### src/rtl/can_rxp_pkg.sv
package can_rxp_pkg;
  parameter int ID_W   = 29;
  parameter int STD_W  = 11;
  parameter int DLC_W  = 4;
  parameter int DATA_W = 64;
  parameter int NSLOT  = 2;

  typedef struct packed {
    logic [ID_W-1:0]   id;
    logic              ext;
    logic              rtr;
    logic [DLC_W-1:0]  dlc;
    logic [DATA_W-1:0] data;
  } frame_t;

  // bits of the identifier that take part in the compare for a given format
  function automatic logic [ID_W-1:0] id_span(input logic ext);
    logic [ID_W-1:0] s;
    s = '0;
    s[STD_W-1:0] = '1;
    if (ext) s = '1;
    return s;
  endfunction

  function automatic logic id_accept(input logic [ID_W-1:0] id, input logic ext,
                                     input logic [ID_W-1:0] fid, input logic [ID_W-1:0] fmask,
                                     input logic fext);
    return (ext == fext) && (((id ^ fid) & fmask & id_span(ext)) == '0);
  endfunction
endpackage

### src/rtl/can_rxp_filter.sv
module can_rxp_filter import can_rxp_pkg::*; (
  input  logic [ID_W-1:0] id,
  input  logic            ext,
  input  logic [ID_W-1:0] fid,
  input  logic [ID_W-1:0] fmask,
  input  logic            fext,
  output logic            hit
);
  assign hit = id_accept(id, ext, fid, fmask, fext);
endmodule

### src/rtl/can_rxp_slot.sv
module can_rxp_slot import can_rxp_pkg::*; (
  input  logic   clk,
  input  logic   rst_n,
  input  logic   clr,
  input  logic   wr,
  input  logic   ack,
  input  frame_t frm_in,
  output frame_t frm_q,
  output logic   full_q,
  output logic   ovr_q
);
  always_ff @(posedge clk or negedge rst_n) begin
    if (!rst_n) begin
      frm_q  <= '0;
      full_q <= 1'b0;
      ovr_q  <= 1'b0;
    end else if (clr) begin
      full_q <= 1'b0;
      ovr_q  <= 1'b0;
    end else if (wr) begin
      frm_q  <= frm_in;
      full_q <= 1'b1;
      ovr_q  <= ack ? 1'b0 : (ovr_q | full_q);
    end else if (ack) begin
      full_q <= 1'b0;
      ovr_q  <= 1'b0;
    end
  end

  assert_store_sets_full_R7: assert property (@(posedge clk) disable iff (!rst_n)
    !clr && wr |=> full_q && frm_q == $past(frm_in));
  assert_overrun_on_full_R9: assert property (@(posedge clk) disable iff (!rst_n)
    !clr && wr && full_q && !ack |=> ovr_q);
  assert_ack_clears_R8: assert property (@(posedge clk) disable iff (!rst_n)
    !clr && ack && !wr |=> !full_q && !ovr_q);
  assert_ovr_needs_full_R9: assert property (@(posedge clk) disable iff (!rst_n)
    ovr_q |-> full_q);
endmodule

### src/rtl/can_rx_pair.sv
module can_rx_pair import can_rxp_pkg::*; (
  input  logic                         clk,
  input  logic                         rst_n,
  input  logic                         ctl_hold,
  input  logic                         cfg_pair_en,
  input  logic                         cfg_loop_en,
  input  logic [ID_W-1:0]              flt_id,
  input  logic [ID_W-1:0]              flt_mask,
  input  logic                         flt_ext,
  input  logic                         frm_valid,
  input  logic                         frm_from_tx,
  input  logic [ID_W-1:0]              frm_id,
  input  logic                         frm_ext,
  input  logic                         frm_rtr,
  input  logic [DLC_W-1:0]             frm_dlc,
  input  logic [DATA_W-1:0]            frm_data,
  input  logic [NSLOT-1:0]             host_ack,
  output logic                         ack_req,
  output logic [NSLOT-1:0][ID_W-1:0]   slot_id,
  output logic [NSLOT-1:0]             slot_ext,
  output logic [NSLOT-1:0]             slot_rtr,
  output logic [NSLOT-1:0][DLC_W-1:0]  slot_dlc,
  output logic [NSLOT-1:0][DATA_W-1:0] slot_data,
  output logic [NSLOT-1:0]             slot_full,
  output logic [NSLOT-1:0]             slot_ovr
);
  localparam int PTR_W = (NSLOT > 1) ? $clog2(NSLOT) : 1;

  logic             pair_q, loop_q;
  logic [PTR_W-1:0] ptr_q;
  logic             id_hit, src_ok, type_ok, accept;
  logic [PTR_W-1:0] tgt;
  logic [NSLOT-1:0] store_vec;
  frame_t           frm_in;

  assign frm_in = '{id: frm_id, ext: frm_ext, rtr: frm_rtr, dlc: frm_dlc, data: frm_data};

  can_rxp_filter u_filter (
    .id(frm_id), .ext(frm_ext), .fid(flt_id), .fmask(flt_mask), .fext(flt_ext), .hit(id_hit)
  );

  assign src_ok  = !frm_from_tx || loop_q;
  assign type_ok = pair_q || !frm_rtr;
  assign accept  = frm_valid && !ctl_hold && src_ok && type_ok && id_hit;
  assign tgt     = pair_q ? ptr_q : '0;
  assign ack_req = frm_valid && !frm_from_tx && !ctl_hold;

  always_ff @(posedge clk or negedge rst_n) begin
    if (!rst_n) begin
      pair_q <= 1'b0;
      loop_q <= 1'b0;
      ptr_q  <= '0;
    end else if (ctl_hold) begin
      pair_q <= cfg_pair_en;
      loop_q <= cfg_loop_en;
      ptr_q  <= '0;
    end else if (accept && pair_q) begin
      ptr_q  <= (ptr_q == PTR_W'(NSLOT - 1)) ? '0 : ptr_q + 1'b1;
    end
  end

  for (genvar i = 0; i < NSLOT; i++) begin : g_slot
    frame_t sq;
    assign store_vec[i] = accept && (tgt == PTR_W'(i));
    can_rxp_slot u_slot (
      .clk(clk), .rst_n(rst_n), .clr(ctl_hold), .wr(store_vec[i]), .ack(host_ack[i]),
      .frm_in(frm_in), .frm_q(sq), .full_q(slot_full[i]), .ovr_q(slot_ovr[i])
    );
    assign slot_id[i]   = sq.id;
    assign slot_ext[i]  = sq.ext;
    assign slot_rtr[i]  = sq.rtr;
    assign slot_dlc[i]  = sq.dlc;
    assign slot_data[i] = sq.data;
  end

  assert_hold_clears_R1: assert property (@(posedge clk) disable iff (!rst_n)
    ctl_hold |=> ptr_q == '0 && slot_full == '0 && slot_ovr == '0);
  assert_cfg_frozen_R2: assert property (@(posedge clk) disable iff (!rst_n)
    !ctl_hold |=> $stable(pair_q) && $stable(loop_q));
  assert_store_onehot_R4: assert property (@(posedge clk) disable iff (!rst_n)
    $onehot0(store_vec));
  assert_pair_wraps_R4: assert property (@(posedge clk) disable iff (!rst_n)
    pair_q && !ctl_hold && store_vec[NSLOT-1] |=> ptr_q == '0);
  assert_single_slot0_R6: assert property (@(posedge clk) disable iff (!rst_n)
    !pair_q |-> store_vec[NSLOT-1:1] == '0);
  assert_own_no_ack_R11: assert property (@(posedge clk) disable iff (!rst_n)
    frm_from_tx |-> !ack_req);
  assert_loop_gate_R10: assert property (@(posedge clk) disable iff (!rst_n)
    frm_from_tx && !loop_q |-> store_vec == '0);
endmodule

### config.mk
export PLATFORM = sky130hd
export DESIGN_NAME = can_rx_pair
export DESIGN_NICKNAME = d
export VERILOG_FILES = /design/src/rtl/can_rxp_pkg.sv /design/src/rtl/can_rxp_filter.sv /design/src/rtl/can_rxp_slot.sv /design/src/rtl/can_rx_pair.sv
export SDC_FILE = /design/constraint.sdc
export NUM_CORES = 1
export LEC_CHECK = 0
export ABC_AREA = 0
export BUFFER_PORTS_ARGS = -buffer_cell sky130_fd_sc_hd__buf_2
export CELL_PAD_IN_SITES_DETAIL_PLACEMENT = 1
export CELL_PAD_IN_SITES_GLOBAL_PLACEMENT = 1
export CORE_ASPECT_RATIO = 2
export CORE_UTILIZATION = 37
export CTS_CLUSTER_DIAMETER = 50
export CTS_CLUSTER_SIZE = 25
export DETAILED_ROUTE_END_ITERATION = 10
export PLACE_DENSITY_LB_ADDON = 0.1
export SKIP_LAST_GASP = 1
export SYNTH_ARGS = -nofsm -noshare
export SYNTH_HDL_FRONTEND = slang
export SYNTH_SLANG_ARGS = --single-unit
### constraint.sdc
create_clock -name clk -period 2.6 [get_ports clk]
set_input_delay 0.39 -clock clk [delete_from_list [all_inputs] [get_ports clk]]
set_output_delay 0.39 -clock clk [all_outputs]
set_load 0.01 [all_outputs]
* Word level (Yosys, flattened, before mapping) *
Cells that the tools add are included.

cells by class
  bitwise gates (word level) = 7
  equality and inequality tests = 1
  reduce and logical (&&, ||, !) cells = 21
  divide/modulo/power cells = 0
  shifts and indexed selects = 0
  magnitude comparators = 0
  $add $sub $neg = 1
  $mul = 0
  multiplexer cells = 17

operator list
  operator                            count
  bitwise AND 29 bit                  2
  logical NOT 29 bit                  1
  2-to-1 mux 29 bit                   1
  XOR 29 bit                          1
  2-to-1 mux 1 bit                    16
  logical AND 1 bit                   10
  nonzero test 3 bit                  2
  AND reduction 2 bit                 2
  logical NOT 1 bit                   3
  logical OR 1 bit                    2
  NOT 1 bit                           2
  bitwise OR 1 bit                    2
  nonzero test 2 bit                  1
  adder 1 bit, second input constant  1
  equality test 1 bit                 1

word-level totals
  input port bits = 167
  register bits = 205
  memories = 0
  RAM bits = 0
  memory bits (read-only) = 0
  bits in latches = 0
  word-level logic and storage cells = 64

* Depth between registers and ports, before layout *
  depth in word-level cells = 9
  depth in mapped cells = 9
  depth with buffers taken out = 6

* Cells and area by module *
Synthesis repeated with hierarchy kept, for this count alone.

unflattened totals
  cells, all modules = 502
  area, all modules = 8217.9 µm²

by module, submodules not included
  module          cells an instance  instances  area an instance (µm²)
  can_rxp_slot    217                2          3808.7
  can_rxp_filter  51                 1          421.7
  can_rx_pair     17                 1          178.9

* Worst setup path after synthesis *
No wires, ideal clock.

  path type = input -> register
  start = in ctl_hold
  end = reg g_slot[1].u_slot.frm_q[54] in the netlist's numbering
  slack = 0.430 ns
  data required time = 2.475 ns
  stages on the path = 9
  library setup time = 0.125 ns
  buffers on the path = 3
  arrival = 2.045 ns
  cell sequence = buf_2 -> nand2b_4 -> a21oi_2 -> nand4_2 -> nor4_4 -> nand2_2 -> buf_6 -> buf_6 -> mux2_4

on the way
  word-level cells in the longest chain between the ends = 7
  elaborated cells between the ends (all ways) = 8
  classes of those cells = 1 x bitwise; 7 x reduce/logical

ends and longest elaborated chain
  item                                      RTL line            RTL
  start: declaration                        can_rx_pair.sv:4    input logic ctl_hold,
  logical NOT 1 bit                         can_rx_pair.sv:44   assign accept = frm_valid && !ctl_hold && src_ok && type_ok && id_hit;
  logical AND 1 bit (4 in series)           can_rx_pair.sv:44
  logical AND 1 bit                         can_rx_pair.sv:64   assign store_vec[i] = accept && (tgt == PTR_W'(i));
  AND reduction 2 bit (no source line) (*)  -
  end signal: assignment                    can_rxp_slot.sv:21  frm_q <= frm_in;
  end: declaration                          can_rxp_slot.sv:8   output frame_t frm_q,

Mark *: on every way between the ends. The rest lies on a longest branch, timed or not.
A chain may end at the register's enable or synchronous reset.

* Worst setup path in the final report *
  start = reg pair_q
  end = reg g_slot[1].u_slot.frm_q[80] in the netlist's numbering

on the way
  word-level cells in the longest chain between the ends = 5
  elaborated cells between the ends (all ways) = 6
  classes of those cells = 1 x mux; 5 x reduce/logical

ends and longest elaborated chain
  item                                      RTL line           RTL
  start: declaration                        can_rx_pair.sv:29  logic pair_q, loop_q;
  start signal: assignment                  can_rx_pair.sv:54  pair_q <= cfg_pair_en;
  logical OR 1 bit                          can_rx_pair.sv:43  assign type_ok = pair_q || !frm_rtr;
  logical AND 1 bit (2 in series)           can_rx_pair.sv:44
  logical AND 1 bit (*)                     can_rx_pair.sv:64
  AND reduction 2 bit (no source line) (*)  -

Marks and branches as above.

==> results.toml <==
[timing]
fin_crit_ns = 2.15
tightest_slew_ns = 0.475
finalSetupViolCount = 0
rsz0062_at_grt = "false"
setup_tns_ns = 0
final-hold-violation-count = 0
clock-skew-final_ns = 0.0213
fmaxAchievable_mhz = 464
setup_ws_ns = 0.445
fin_crit_sh_pct = 82.9
slew_viol_final = 0
slew_headroom_pct = 68.3

[synth]
ys_async_sr_fraction_pct = 100
syn_nets = 680
yosysSeqAreaShare_pct = 62.3
ys.warnings.count = 0
synth-simple-area-share_pct = 2.33
synthXorXnorAreaFrac_pct = 3.09
syn_area_sq_mm = 0.00823
ys_ff_latch = 205
postSynthAreaPerCell_sq_um = 16.0
synthAdderAreaFrac_pct = 0
synth_compound_area_share_pct = 2.33
yosysUniqueCellTypes = 29
synth-main-ff-cell = "dfrtp_1"
synthMuxAreaShare_pct = 27.8
synth_edf_count = 0
synthCells = 513
synth_top_family_by_area = "multiplexers"

[global_route]
grt_pass1_vias = 6647
grt_max_degree = 70
grt_usage_pct = 21.6
antenna_found_initial = 2
grt_overflow = 0
grt_pass1_wl_um = 37100

[worst_setup_path]
crit_type = "register to register"
r2r_slack_ns = 0.45
crit_start = "pair_q"
rr_worst_depth = 7
reg2reg_from = "pair_q"
cp-start-kind = "register"
r2r-end = "g_slot[1].u_slot.frm_q[80]"
required_ns = 2.96
cp_max_fo = 61
arrival_ns = 2.52
end_kind = "register"

[layout]
final_cell_count_no_fill = 1171
area_growth_pct = 33.3
drive_gt1_share_pct = 68.4
layout_common_cells = "buf_2, dfrtp_1, mux2_2"
mostFrequentLayoutCell = "buf_2"
fill_cells = 2263
fin_area_sq_mm = 0.0110
postLayoutCoreUtil_pct = 50.6
nNetsFinal = 1056

[pwr]
powerDensity_mw_per_mm2 = 591
seqPwrFrac_pct = 52.4
p_int_w = 0.00489
p_leak_nw = 6.52
switchingPower_w = 0.00158
p_comb_share_pct = 11.3
irDropWorstVdd_v = 0.000568
pwr-share-clk_pct = 36.3
p_sw_share_pct = 24.4

[clock_network]
h-tree-depth = 1
cts_tree = "built"
worstSkewPairLatency_ns = 0.49
clockRootBuffer = "clkbuf_16"
clock_path_buffers = 3
cts.sink_count = 205
clk_pin_slew_ns = 0.09
numCtsBuffers = 14

[floorplan]
design.core.area_sq_mm = 0.0217
die_h_um = 213
rows = 76
initial_core_util_pct = 38.0
die_w_um = 107
die_area_sq_mm = 0.0229
pin_count = 370

[drt]
finalWirelength_um = 24500
wire_per_inst_um = 21.0
viasPerCell = 4.90
drt-initial-drc-count = 143
drcViolationCount = 0
num_vias = 5735
first_pass_iters = 4
ant_nets = 0

[placement]
dp_cells = 1145
hpwlAfterDp_um = 19000
dp_slack_ns = 0.0292
gp_congestion = 0.774
numPortBuffers = 369
placed_area_sq_mm = 0.0105

[job]
maxCapViolCount = 0

[min_path]
hold_class = "input pin to register"
hold_path_depth = 2
hold_path_end = "g_slot[0].u_slot.ovr_q"
hp-start = "host_ack[0]"

[run_status]
status = "finished, final reports clean"
==> synthesized netlist by cell type (all sizes together), types with 2 or more instances <==
cell / number / area share (%)
xor2: 29 / 3.1
a22oi: 14 / 1.3
buf: 25 / 1.9
a31oi: 2 / 0.15
inv: 4 / 0.18
nand4: 4 / 0.38
nor2: 3 / 0.14
a2bb2oi: 2 / 0.21
nand2: 13 / 0.65
dfrtp: 205 / 62
nor3: 3 / 0.18
a21oi: 2 / 0.17
mux2: 197 / 28
==> repair_timing <==
action                    4_1_cts  5_1_grt
hold buffers                    1        0
hold endpoints to repair       45        0
buffers inserted                0        0
gates resized for setup         0        0
==> worst max-delay path by stage <==
stage,to,slack (ns)
final,g_slot[1].u_slot.frm_q[80],0.45
after global routing,g_slot[1].u_slot.frm_q[75],0.33
after CTS,g_slot[1].u_slot.frm_q[2],0.41
after detailed placement,g_slot[1].u_slot.frm_q[9],0.03
after global placement,g_slot[1].u_slot.frm_q[36],0.13
after floorplan,g_slot[1].u_slot.frm_q[54],0.43
==> critical path: stages, from the launching register on <==
cell     delay (ns)
dfrtp_1        0.39
inv_1          0.07
a22oi_1        0.22
nand4_2        0.25
nor4_4         0.39
nand2_4        0.12
buf_12         0.23
mux2_2         0.32
==> routing by layer <==
| metal | up-vias | GRT usage [%] | wire, um |
|---|---|---|---|
| met5 | - | 0 | 0 |
| met4 | 0 | 11.2 | 1200 |
| met3 | 53 | 4.18 | 1580 |
| met2 | 244 | 41.8 | 13900 |
| met1 | 2888 | 21.2 | 7910 |
| li1 | 2550 | - | - |
==> flip-flops by register name (all words and copies together) (netlist names) <==
name                  flops
g_slot.u_slot.frm_q     198
g_slot.u_slot.full_q      2
g_slot.u_slot.ovr_q       2
loop_q                    1
pair_q                    1
ptr_q                     1
==> cells by family after synthesis <==
logic type | after synthesis
AO/OA/AOI/OAI | 24
XOR/XNOR | 29
buffers and inverters | 29
flip-flops | 205
multiplexers | 197
AND/OR/NAND/NOR | 29
==> per-stage QoR <==
| step | total power [W] | hold WS, ns |
|---|---|---|
| finish | 0.00648 | 0.0750 |
| global route | 0.00674 | 0.0823 |
| detailed placement | 0.00421 | 0.364 |
| floorplan | 0.00372 | 0.0944 |
| global placement | 0.00417 | 0.365 |
| CTS | 0.00660 | 0.0463 |
==> power by group through the flow <==
| stage | sequential (W) | combinational [W] | clock (W) |
|---|---|---|---|
| 2_1_floorplan | 0.00352 | 0.000204 | 0 |
| 3_3_place_gp | 0.00345 | 0.000722 | 0 |
| 3_5_place_dp | 0.00346 | 0.000747 | 0 |
| 4_1_cts | 0.00340 | 0.000751 | 0.00245 |
| 5_1_grt | 0.00342 | 0.000801 | 0.00253 |
| 6_report | 0.00340 | 0.000730 | 0.00235 |
==> layout make-up <==
cell class | count | area, sq um | share of cell area, %
multi-input combinational | 279 | 2930 | 26.7
clock buffer | 17 | 403 | 3.67
inverter | 4 | 15.0 | 0.137
timing repair buffer | 385 | 2070 | 18.8
sequential | 205 | 5130 | 46.8
antenna | 2 | 5.00 | 0.0456
clock inverter | 6 | 73.8 | 0.673
tap | 273 | 342 | 3.11
Power figures use the tool's default switching activity.
